## config.mk

```make
export PLATFORM = sky130hd
export DESIGN_NAME = charreg_bank
export DESIGN_NICKNAME = d
export VERILOG_FILES = /design/src/rtl/charreg_pkg.sv /design/src/rtl/charreg_bus_seq.sv /design/src/rtl/charreg_store.sv /design/src/rtl/charreg_rdmux.sv /design/src/rtl/charreg_bank.sv
export SDC_FILE = /design/constraint.sdc
export NUM_CORES = 1
export LEC_CHECK = 0
export ABC_AREA = 1
export BUFFER_PORTS_ARGS = -buffer_cell sky130_fd_sc_hd__buf_2
export CAP_MARGIN = 20
export CORE_UTILIZATION = 30
export DETAILED_ROUTE_END_ITERATION = 8
export PLACE_DENSITY = 0.55
export SYNTH_ARGS = -nofsm -noshare
export SYNTH_HDL_FRONTEND = slang
export SYNTH_SLANG_ARGS = --single-unit
```

## constraint.sdc

```tcl
create_clock -name clk -period 3.3 [get_ports clk]
set_input_delay 0.33 -clock clk [delete_from_list [all_inputs] [get_ports clk]]
set_output_delay 0.33 -clock clk [all_outputs]
set_load 0.005 [all_outputs]
```

## src/rtl/charreg_pkg.sv

```systemverilog
package charreg_pkg;
    typedef enum logic [1:0] {
        S_IDLE    = 2'd0,
        S_READ    = 2'd1,
        S_WR_HOLD = 2'd2
    } bus_state_t;
endpackage

```

## src/rtl/charreg_bus_seq.sv

```systemverilog
module charreg_bus_seq
    import charreg_pkg::*;
(
    input  logic clk,
    input  logic rst_n,
    input  logic sel,
    input  logic rd_n,
    input  logic wr_n,
    output logic wr_pulse,
    output logic rd_drive
);
    bus_state_t state_q, state_d;

    always_comb begin
        state_d = state_q;
        unique case (state_q)
            S_IDLE: begin
                if (sel && !wr_n)      state_d = S_WR_HOLD;   // T_WRITE
                else if (sel && !rd_n) state_d = S_READ;      // T_READ
            end
            S_READ: begin
                if (sel && !wr_n)      state_d = S_WR_HOLD;   // T_READ_TO_WRITE
                else if (!sel || rd_n) state_d = S_IDLE;      // T_READ_END
            end
            S_WR_HOLD: begin
                if (!sel || wr_n)      state_d = S_IDLE;      // T_WRITE_END
            end
            default:                   state_d = S_IDLE;
        endcase
    end

    always_ff @(posedge clk or negedge rst_n) begin
        if (!rst_n) state_q <= S_IDLE;
        else        state_q <= state_d;
    end

    always_comb begin
        wr_pulse = sel && !wr_n && (state_q != S_WR_HOLD);
        rd_drive = sel && !rd_n && wr_n;
    end

    // a strobe low period yields a single-cycle write
    p_single_write_r5: assert property (@(posedge clk) disable iff (!rst_n)
        wr_pulse |=> !wr_pulse);

    // a held strobe keeps the sequencer parked
    p_hold_parks_r5: assert property (@(posedge clk) disable iff (!rst_n)
        (wr_pulse && $past(1'b1)) |=> (state_q == S_WR_HOLD));
endmodule

```

## src/rtl/charreg_store.sv

```systemverilog
module charreg_store #(
    parameter int NUM_DIGITS = 4,
    parameter int DATA_W     = 8,
    parameter int ADDR_W     = $clog2(NUM_DIGITS) + 1
) (
    input  logic                         clk,
    input  logic                         rst_n,
    input  logic                         wr_en,
    input  logic [ADDR_W-1:0]            waddr,
    input  logic [DATA_W-1:0]            wdata,
    output logic [DATA_W-1:0]            ctrl_q,
    output logic [NUM_DIGITS*DATA_W-1:0] dig_flat
);
    localparam int SEL_W   = ADDR_W - 1;
    localparam int CLR_BIT = DATA_W - 1;

    logic is_ctrl;
    logic wipe;

    assign is_ctrl = !waddr[ADDR_W-1];
    assign wipe    = wr_en && is_ctrl && wdata[CLR_BIT];

    always_ff @(posedge clk) begin
        if (wr_en && is_ctrl)
            ctrl_q <= wipe ? '0 : wdata;
    end

    for (genvar i = 0; i < NUM_DIGITS; i++) begin : g_digit
        logic [DATA_W-1:0] dig_q;
        logic              hit;

        assign hit = wr_en && !is_ctrl && (waddr[SEL_W-1:0] == SEL_W'(i));

        always_ff @(posedge clk) begin
            if (wipe)     dig_q <= '0;
            else if (hit) dig_q <= wdata;
        end

        assign dig_flat[i*DATA_W +: DATA_W] = dig_q;

        // a position write lands in its own word
        p_digit_store_r4: assert property (@(posedge clk) disable iff (!rst_n)
            (wr_en && waddr[ADDR_W-1] && (waddr[SEL_W-1:0] == SEL_W'(i)))
            |=> (dig_q == $past(wdata)));

        // a clearing control write zeroes this position
        p_digit_wipe_r6: assert property (@(posedge clk) disable iff (!rst_n)
            (wr_en && !waddr[ADDR_W-1] && wdata[CLR_BIT]) |=> (dig_q == '0));
    end

    // any low address updates the control word
    p_ctrl_alias_r3: assert property (@(posedge clk) disable iff (!rst_n)
        (wr_en && !waddr[ADDR_W-1] && !wdata[CLR_BIT]) |=> (ctrl_q == $past(wdata)));

    // a clearing write leaves the control word at zero
    p_ctrl_wipe_r6: assert property (@(posedge clk) disable iff (!rst_n)
        (wr_en && !waddr[ADDR_W-1] && wdata[CLR_BIT]) |=> (ctrl_q == '0));
endmodule

```

## src/rtl/charreg_rdmux.sv

```systemverilog
module charreg_rdmux #(
    parameter int NUM_DIGITS = 4,
    parameter int DATA_W     = 8,
    parameter int ADDR_W     = $clog2(NUM_DIGITS) + 1
) (
    input  logic [ADDR_W-1:0]            raddr,
    input  logic [DATA_W-1:0]            ctrl_q,
    input  logic [NUM_DIGITS*DATA_W-1:0] dig_flat,
    output logic [DATA_W-1:0]            rdata
);
    localparam int SEL_W = ADDR_W - 1;

    always_comb begin
        if (raddr[ADDR_W-1])
            rdata = dig_flat[raddr[SEL_W-1:0]*DATA_W +: DATA_W];
        else
            rdata = ctrl_q;
    end
endmodule

```

## src/rtl/charreg_bank.sv

```systemverilog
module charreg_bank #(
    parameter int NUM_DIGITS = 4,
    parameter int DATA_W     = 8,
    parameter int ADDR_W     = $clog2(NUM_DIGITS) + 1
) (
    input  logic                             clk,
    input  logic                             rst_n,
    input  logic                             ce0_n,
    input  logic                             ce1,
    input  logic                             rd_n,
    input  logic                             wr_n,
    input  logic [ADDR_W-1:0]                addr,
    input  logic [DATA_W-1:0]                data_in,
    output logic [DATA_W-1:0]                data_out,
    output logic                             data_oe,
    output logic [NUM_DIGITS*(DATA_W-1)-1:0] char_codes,
    output logic [NUM_DIGITS-1:0]            char_attr,
    output logic [DATA_W-1:0]                ctrl_word
);
    localparam int CODE_W = DATA_W - 1;

    logic                         sel;
    logic                         wr_pulse;
    logic                         rd_drive;
    logic [DATA_W-1:0]            ctrl_q;
    logic [NUM_DIGITS*DATA_W-1:0] dig_flat;
    logic [DATA_W-1:0]            rdata;

    assign sel = !ce0_n && ce1;

    charreg_bus_seq u_seq (
        .clk      (clk),
        .rst_n    (rst_n),
        .sel      (sel),
        .rd_n     (rd_n),
        .wr_n     (wr_n),
        .wr_pulse (wr_pulse),
        .rd_drive (rd_drive)
    );

    charreg_store #(.NUM_DIGITS(NUM_DIGITS), .DATA_W(DATA_W), .ADDR_W(ADDR_W)) u_store (
        .clk      (clk),
        .rst_n    (rst_n),
        .wr_en    (wr_pulse),
        .waddr    (addr),
        .wdata    (data_in),
        .ctrl_q   (ctrl_q),
        .dig_flat (dig_flat)
    );

    charreg_rdmux #(.NUM_DIGITS(NUM_DIGITS), .DATA_W(DATA_W), .ADDR_W(ADDR_W)) u_rdmux (
        .raddr    (addr),
        .ctrl_q   (ctrl_q),
        .dig_flat (dig_flat),
        .rdata    (rdata)
    );

    assign data_oe   = rd_drive;
    assign data_out  = rd_drive ? rdata : '0;
    assign ctrl_word = ctrl_q;

    for (genvar i = 0; i < NUM_DIGITS; i++) begin : g_split
        assign char_codes[i*CODE_W +: CODE_W] = dig_flat[i*DATA_W +: CODE_W];
        assign char_attr[i]                   = dig_flat[i*DATA_W + CODE_W];
    end

    // no bus drive while deselected
    p_no_drive_deselect_r1: assert property (@(posedge clk) disable iff (!rst_n)
        (ce0_n || !ce1) |-> !data_oe);

    // a low write strobe always wins over reading
    p_write_wins_r7: assert property (@(posedge clk) disable iff (!rst_n)
        !wr_n |-> !data_oe);

    // a deselected cycle leaves the control word alone
    p_ctrl_quiet_r9: assert property (@(posedge clk) disable iff (!rst_n)
        ($past(ce0_n) && $past(rst_n)) |-> $stable(ctrl_word) || $isunknown($past(ctrl_word)));
endmodule

```

* Word-level counts from Yosys, hierarchy flattened
Cells that the tools add are included.
Operators by class: reduce and logical (&&, ||, !) cells 22, multiplexer cells 8, eq/ne operators 9, shift operators 1
Operators by type and width (count):
- 32-bit by 6-bit indexed part select with 8-bit output | 1
- 8-bit two-way mux | 2
- 1-bit logical AND | 12
- 2-bit two-way mux | 5
- 2-bit equality test, second input constant | 3
- 3-bit by 1-bit != test with 1-bit output, second input constant | 2
- 2-bit case mux with 3 select lines | 1
- 1-bit logical NOT | 5
- 2-bit by 1-bit equality test with 1-bit output, second input constant | 2
- 2-bit logical NOT | 2
- 3-bit AND reduction | 1
- 1-bit logical OR | 2
- 2-bit by 1-bit != test with 1-bit output, second input constant | 1
- 2-bit != test, second input constant | 1
Storage, ports and cells: input port bits 17, bits in registers 42, word-level logic and storage cells 46, output and inout port bits 49

* Logic depth before layout (Yosys ltp)
Gate-level depths: netlist (run 1).
depth in word-level cells 7, depth in mapped cells 9, mapped depth without buffers 7

* Modules after synthesis
A second synthesis (run 1) with hierarchy kept.
Second synthesis, totals: cells, all modules 366, area total of the unflattened synthesis 2294.7 µm²
By module, submodules not included:
- charreg_store | area an instance 1640.3 µm², cells an instance 216, instances 1, sequential area each 880.8 µm²
- charreg_rdmux | area an instance 494.2 µm², cells an instance 120, instances 1, sequential area each 0.0 µm²
- charreg_bus_seq | area an instance 87.6 µm², cells an instance 11, instances 1, sequential area each 50.0 µm²
- charreg_bank | area an instance 72.6 µm², cells an instance 19, instances 1, sequential area each 0.0 µm²

* Worst setup path before layout (run 1)
OpenSTA, ideal clock, no wires.
kind register to register, from register u_seq.state_q[1], to register u_store.ctrl_q[0], data pin, period minus slack after synthesis 1392 ps, arrival 1143 ps, buffers on the path 2, setup slack 1908 ps, library setup time 249 ps, cell stages (with the launch flop) 9, data required time 3051 ps, cells stage by stage dfrtp_1 nand2_4 inv_2 nor2_4 nand3_2 buf_6 buf_6 nand2_1 inv_1
On the way: cells in the longest elaborated chain, start to end 4
Ends and longest elaborated chain:
- start, declared | RTL line charreg_bus_seq.sv:12 | bus_state_t state_q, state_d;
- start signal, assigned | RTL line charreg_bus_seq.sv:34 | else state_q <= state_d;
- 2-bit != test | RTL line charreg_bus_seq.sv:38 | wr_pulse = sel && !wr_n && (state_q != S_WR_HOLD);
- 1-bit logical AND | RTL line charreg_bus_seq.sv:38
- 1-bit logical AND (2 in a row) | RTL line charreg_store.sv:21 | assign wipe = wr_en && is_ctrl && wdata[CLR_BIT];
- end signal, assigned | RTL line charreg_store.sv:25 | ctrl_q <= wipe ? '0 : wdata;
- end, declared | RTL line charreg_store.sv:11 | output logic [DATA_W-1:0] ctrl_q,
Every way passes these cells. A chain may end at the register's enable or synchronous reset.

* Worst setup path in the final report (run 1)
from input port addr[1], to output port data_out[0]
On the way: cells in the longest elaborated chain, start to end 3
Ends and longest elaborated chain:
- start, declared | RTL line charreg_bank.sv:12 | input logic [ADDR_W-1:0] addr,
- 32-bit by 6-bit indexed part select with 8-bit output | RTL line charreg_rdmux.sv:15 | rdata = dig_flat[raddr[SEL_W-1:0]*DATA_W +: DATA_W];
- 8-bit two-way mux | RTL line charreg_rdmux.sv:14 | if (raddr[ADDR_W-1])
- 8-bit two-way mux | RTL line charreg_bank.sv:59 | assign data_out = rd_drive ? rdata : '0;
- end, declared | RTL line charreg_bank.sv:14 | output logic [DATA_W-1:0] data_out,
Every way passes these cells.

==> reports/metrics.yaml, run 1 <==
maxSlewHeadroom_pct: 50.8
synthAdderAreaFrac_pct: 0
path_delay_family: "simple AND/OR/NAND/NOR gates"
slew_violations: 0
grt_max_degree: 34
chipHeight_um: 91.4
synth.yosys.warnings: 0
post_cts_buffers: 0
period_needed_ns: 1.88
n_antenna_cell: 0
syn_inst: 367
worstPathRequired_ns: 2.97
place_hpwl_um: 5550
syn_to_final_growth_pct: 22.2
cts_resized: 0
cp-start-kind: "input port"
layout-drive-gt1-share_pct: 21.7
rows: 32
start_util_pct: 31.0
leakage_uw: 0.00179
finalSetupViolCount: 0
seq_area_frac_synth_pct: 38.9
wire_per_inst_um: 14.0
worst_pin_slew_ns: 0.737
fin_crit_sh_pct: 57.0
crit_chain: "buf_2, nor2_2, nand2_1, nand2_1, nor2_1, a21oi_1, buf_2"
finalHoldViolCount: 0
outcome: "finished clean"
path_class: "in -> out"
cts_buffers: 5
power-per-cell-area_mw_per_mm2: 561
synthXorXnorAreaFrac_pct: 0
clk_latency_ns: 0.31
grt_usage_pct: 18.2
core_mm2: 0.00773
cp.arrival_ns: 1.55
clockBufferDepth: 2
h-tree-depth: 2
synth.area.mux_share_pct: 0
finalNonFillerCells: 530
postCtsHoldBufs: 1
drt_iter0_markers: 180
crit_fanout: 17
clk_pin_slew_worst_paths_ns: 0.08
antenna_found_initial: 0
synth_top_family_by_area: "simple AND/OR/NAND/NOR gates"
final_cell_mix: "nand2_1, inv_1, buf_2, nor2_1, nand4_1"
synthesis.area_mm2: 0.00240
dieArea_mm2: 0.00835
yosysUniqueCellTypes: 26
grt_pass1_vias: 2180
cts_tree: "yes"
viasPerCell: 4.57
ant_nets: 0
ir_drop_mv: 0.230
final_common_cell: "nand2_1"
rsz0062_at_grt: "no"
path_buf_inv: 2
cap_violations: 0
synth_fp_nets: 384
crit_slowest_cell: "nor2_2"
final_nets: 444
ios: 66
finClkSkew_ns: 0.0125
cts.sinks: 42
fin_tns_setup_ns: 0
max_freq_ghz: 0.532
num_vias: 2421
grt_pass1_wl_um: 11600
dp_cells: 521
ys_ff_latch: 42
syn_avg_cell_area_um2: 6.53
critPathCaptureType: "primary output"
worstHoldPathType: "in -> reg"
max_stage_delay_ns: 0.57
gr-total-overflow: 0
die_w_um: 91.4
gp_congestion: 0.825
drt-total-wl_um: 7430
numPortBuffers: 65
synth_compound_area_share_pct: 3.81
root_buffer: "clkbuf_8"
synthSimpleGateAreaFrac_pct: 39.6
drc_errors: 0
first_pass_iters: 4
==> sequential cells by signal, indices dropped and copies added, names as in the netlist <==
name and count:
u_store.ctrl_q 8, u_seq.state_q 2, u_store.g_digit.dig_q 32
==> metal layers <==
metal  track usage, %  up-vias  share of wire (%)
li1                 -     1238                  -
met1             26.5     1061                 49
met2             26.5      109                 42
met3             2.76       13                6.8
met4             7.67        0                2.1
met5                0        -                  0
==> final timing paths <==
kind                                       start  slack [ns]  depth (start not counted)                end
max in group asynchronous                  rst_n        2.85                          2   u_seq.state_q[1]
worst max-delay path                     addr[1]        1.42                          7        data_out[0]
worst min-delay path                  data_in[1]        0.30                          3  u_store.ctrl_q[1]
worst max register to register  u_seq.state_q[0]        1.54                          7  u_store.ctrl_q[3]
min in group asynchronous                  rst_n        0.35                          2   u_seq.state_q[0]
worst min register to register  u_seq.state_q[0]        0.51                          1   u_seq.state_q[1]
==> cells in the mapped netlist (all sizes together) <==
cell    number  area, um^2
nand2      101         389
inv         88         330
nor2        53         224
nand4       37         265
dfxtp       32         641
o21ai       15        75.1
buf         13        78.8
nand3       10        55.1
edfxtp       8         240
clkbuf       3        11.3
a21oi        2        10.0
dfrtp        2        50.1
clkinv       1        3.75
nor3         1        16.3
o22ai        1        6.26
==> cell families after synthesis <==
group | after synthesis
simple gates | 202
buf+inv | 105
flops | 42
compound gates | 18
==> area by class of cell <==
cell class	count	area, um^2
Clock buffer	7	108
Clock inverter	1	30.0
Fill cell	862	4800
Inverter	89	334
Multi-Input combinational cell	220	1040
Sequential cell	42	931
Tap cell	102	128
Timing Repair Buffer	69	358
==> metrics by stage <==
step	cell area (um^2)	worst slack [ns]	power, uW	utilization (%)	hold slack [ns]
finish	2930	1.42	1640	37.9	0.303
global route	2930	1.30	1740	37.9	0.313
CTS	2930	1.41	1660	37.9	0.296
detailed placement	2780	1.40	1170	36.0	0.124
global placement	2780	1.43	1170	36.0	0.123
floorplan	2400	1.91	963	-	0.0344
==> power by group <==
group / internal, uW / switching (uW) / total [uW] / leakage [uW]
logic: 182 / 242 / 423 / 0.00135
registers: 636 / 96.1 / 733 / 0.000369
clock network: 293 / 195 / 488 / 0.0000696
==> worst reg2reg max path, cell delays in order, from the launching register on <==
cell and delay (ns):
dfrtp_1 0.39, inv_2 0.07, nand2_4 0.11, inv_2 0.06, nor2_4 0.11, buf_4 0.32
nand2_1 0.08, inv_1 0.29
Note: power is estimated with default switching activity, not from simulation.
==> inputs of run 2 (changes only) <==
==> constraint.sdc (replaced) <==
create_clock -name clk -period 1.9 [get_ports clk]
set_input_delay 0.19 -clock clk [delete_from_list [all_inputs] [get_ports clk]]
set_output_delay 0.19 -clock clk [all_outputs]
set_load 0.005 [all_outputs]
==> run 2 against run 1 <==
Compared with the run above:
- largest power group unchanged
- sequential power rose by 69%
- total power grew 61%
- via count fell by 2.9%
- critical path depth is 1 higher
- design area grew 0.38%
- count of clock-buffer cells in the layout down 1
- first-iteration DRC count shrank 33%
- non-clock buffer count increased by 6
- worst setup slack worse by 1.1 ns
- hold slack worse by 0.13 ns
- clock power increased by 34%
- sequential cell count unchanged
==> reports/metrics.yaml, run 2 (same netlist as run 1, synthesis figures left out) <==
h-tree-depth: 2
grt_pass1_wl_um: 11300
leakage_uw: 0.00180
cp-start-kind: "flop"
clk_pin_slew_worst_paths_ns: 0.08
seq_power_share_pct: 46.9
largest_reg_flops: 32
final_nets: 450
chipHeight_um: 91.4
total_power_uw: 2640
grt_max_degree: 24
layout-drive-gt1-share_pct: 22.8
multi_input_area_mm2: 0.00104
core_mm2: 0.00773
period_needed_ns: 1.55
cap_violations: 0
critPathMostFrequentCell: "inv_2"
grt_usage_pct: 17.9
grt_pass1_vias: 2181
n_antenna_cell: 0
top_regs: "u_store.g_digit.dig_q: 32 flops, u_store.ctrl_q: 8 flops, u_seq.state_q: 2 flops"
path_class: "reg -> reg"
power-per-cell-area_mw_per_mm2: 899
internal_power_uw: 1760
ir_drop_mv: 0.416
rows: 32
crit_chain: "inv_2, nand2_4, inv_2, nor2_4, buf_4, nand2_1, inv_1, nor2_1"
numPortBuffers: 65
wire_per_inst_um: 13.0
rr_startpoint: "u_seq.state_q[0]"
ant_nets: 0
register_area_um2: 931
ios: 66
swShare_pct: 33.3
first_pass_iters: 4
clockBufferDepth: 2
crit_fanout: 10
power_switching_uw: 881
comb_power_share_pct: 28.3
finalSetupViolCount: 0
final_cell_mix: "nand2_1, inv_1, buf_2, nor2_1, nand4_1"
num_vias: 2352
syn_to_final_growth_pct: 22.7
start_util_pct: 31.0
antenna_found_initial: 0
max_freq_ghz: 0.645
cts.sinks: 42
power_frac_clock_pct: 24.8
dieArea_mm2: 0.00835
die_w_um: 91.4
cts_tree: "yes"
clk_latency_ns: 0.30
worstPathRequired_ns: 1.94
rsz0062_at_grt: "no"
slew_violations: 0
cts_buffers: 5
root_buffer: "clkbuf_8"
outcome: "finished clean"
drt-total-wl_um: 6950
worst_pin_slew_ns: 0.437
gr-total-overflow: 0
max_stage_delay_ns: 0.39
fin_tns_setup_ns: 0
cp.arrival_ns: 1.59
finClkSkew_ns: 0.00630
hold_slack_ns: 0.177
worstHoldPathType: "in -> reg"
drt_iter0_markers: 121
hp-start: "data_in[1]"
place_hpwl_um: 5260
fin_crit_sh_pct: 81.6
gp_congestion: 0.833
crit_slowest_cell: "dfrtp_1"
finalHoldViolCount: 0
critical_path.startpoint: "u_seq.state_q[0]"
maxSlewHeadroom_pct: 70.8
critPathCaptureType: "flop"
viasPerCell: 4.39
final_common_cell: "nand2_1"
drc_errors: 0
fillCellCount: 857
post-route-util_pct: 38.1
top_register: "u_store.g_digit.dig_q"
run 2: cell types whose count changed in the layout (fill, tap and decap cells not counted), sizes merged:
| cell | before | now |
|---|---|---|
| clkbuf | 7 | 6 |
| bufinv | 1 | 0 |
| clkinv | 1 | 3 |
| buf | 68 | 74 |
run 2: per-stage QoR:
step           std cells  cell area [um^2]  worst slack [ns]
2_1_floorplan        367              2400             0.508
3_3_place_gp         527              2830             0.389
3_5_place_dp         527              2830             0.339
4_1_cts              536              2940             0.332
5_1_grt              536              2940             0.226
6_report             536              2940             0.350
run 2: worst max-delay path: cells and delay by family, from the launching register on:
family / cells / cell delay (ns)
AND/OR/NAND/NOR: 4 / 0.35
buffers and inverters: 4 / 0.55
flip-flops: 1 / 0.39
run 2: final timing paths:
path	to	slack, ns	cells past startpoint
max in group asynchronous	u_seq.state_q[0]	1.59	2
worst min register to register	u_seq.state_q[1]	0.51	1
worst max register to register	u_store.ctrl_q[7]	0.35	8
min in group asynchronous	u_seq.state_q[1]	0.21	2
worst max-delay path	u_store.ctrl_q[7]	0.35	8
worst min-delay path	u_store.ctrl_q[1]	0.18	3
run 2: cell type report:
| class | instances | share of cell area (%) |
|---|---|---|
| Timing Repair Buffer | 75 | 13.7 |
| Tap cell | 102 | 4.34 |
| Clock inverter | 2 | 0.340 |
| Clock buffer | 6 | 3.19 |
| Inverter | 89 | 11.4 |
| Multi-Input combinational cell | 220 | 35.4 |
| Sequential cell | 42 | 31.7 |
run 2: timing repair:
| item | 4_1_cts | 5_1_grt |
|---|---|---|
| resized for setup | 0 | 0 |
| hold endpoints to repair | 2 | 0 |
| buffers inserted | 0 | 0 |
| hold buffers | 1 | 0 |
run 2: per-layer routing:
layer / up-vias / part of all wire [%] / global-route usage, %
li1: 1245 / - / -
met2: 77 / 45 / 28.1
met5: - / 0 / 0
met1: 1022 / 48 / 24.9
met3: 8 / 6.4 / 3.52
met4: 0 / 1.1 / 4.76
run 2: power groups by stage:
stage / sequential, uW / combinational (uW) / clock (uW)
2_1_floorplan: 1260 / 413 / 0
3_3_place_gp: 1270 / 735 / 0
3_5_place_dp: 1260 / 751 / 0
4_1_cts: 1240 / 757 / 673
5_1_grt: 1270 / 864 / 713
6_report: 1240 / 747 / 656
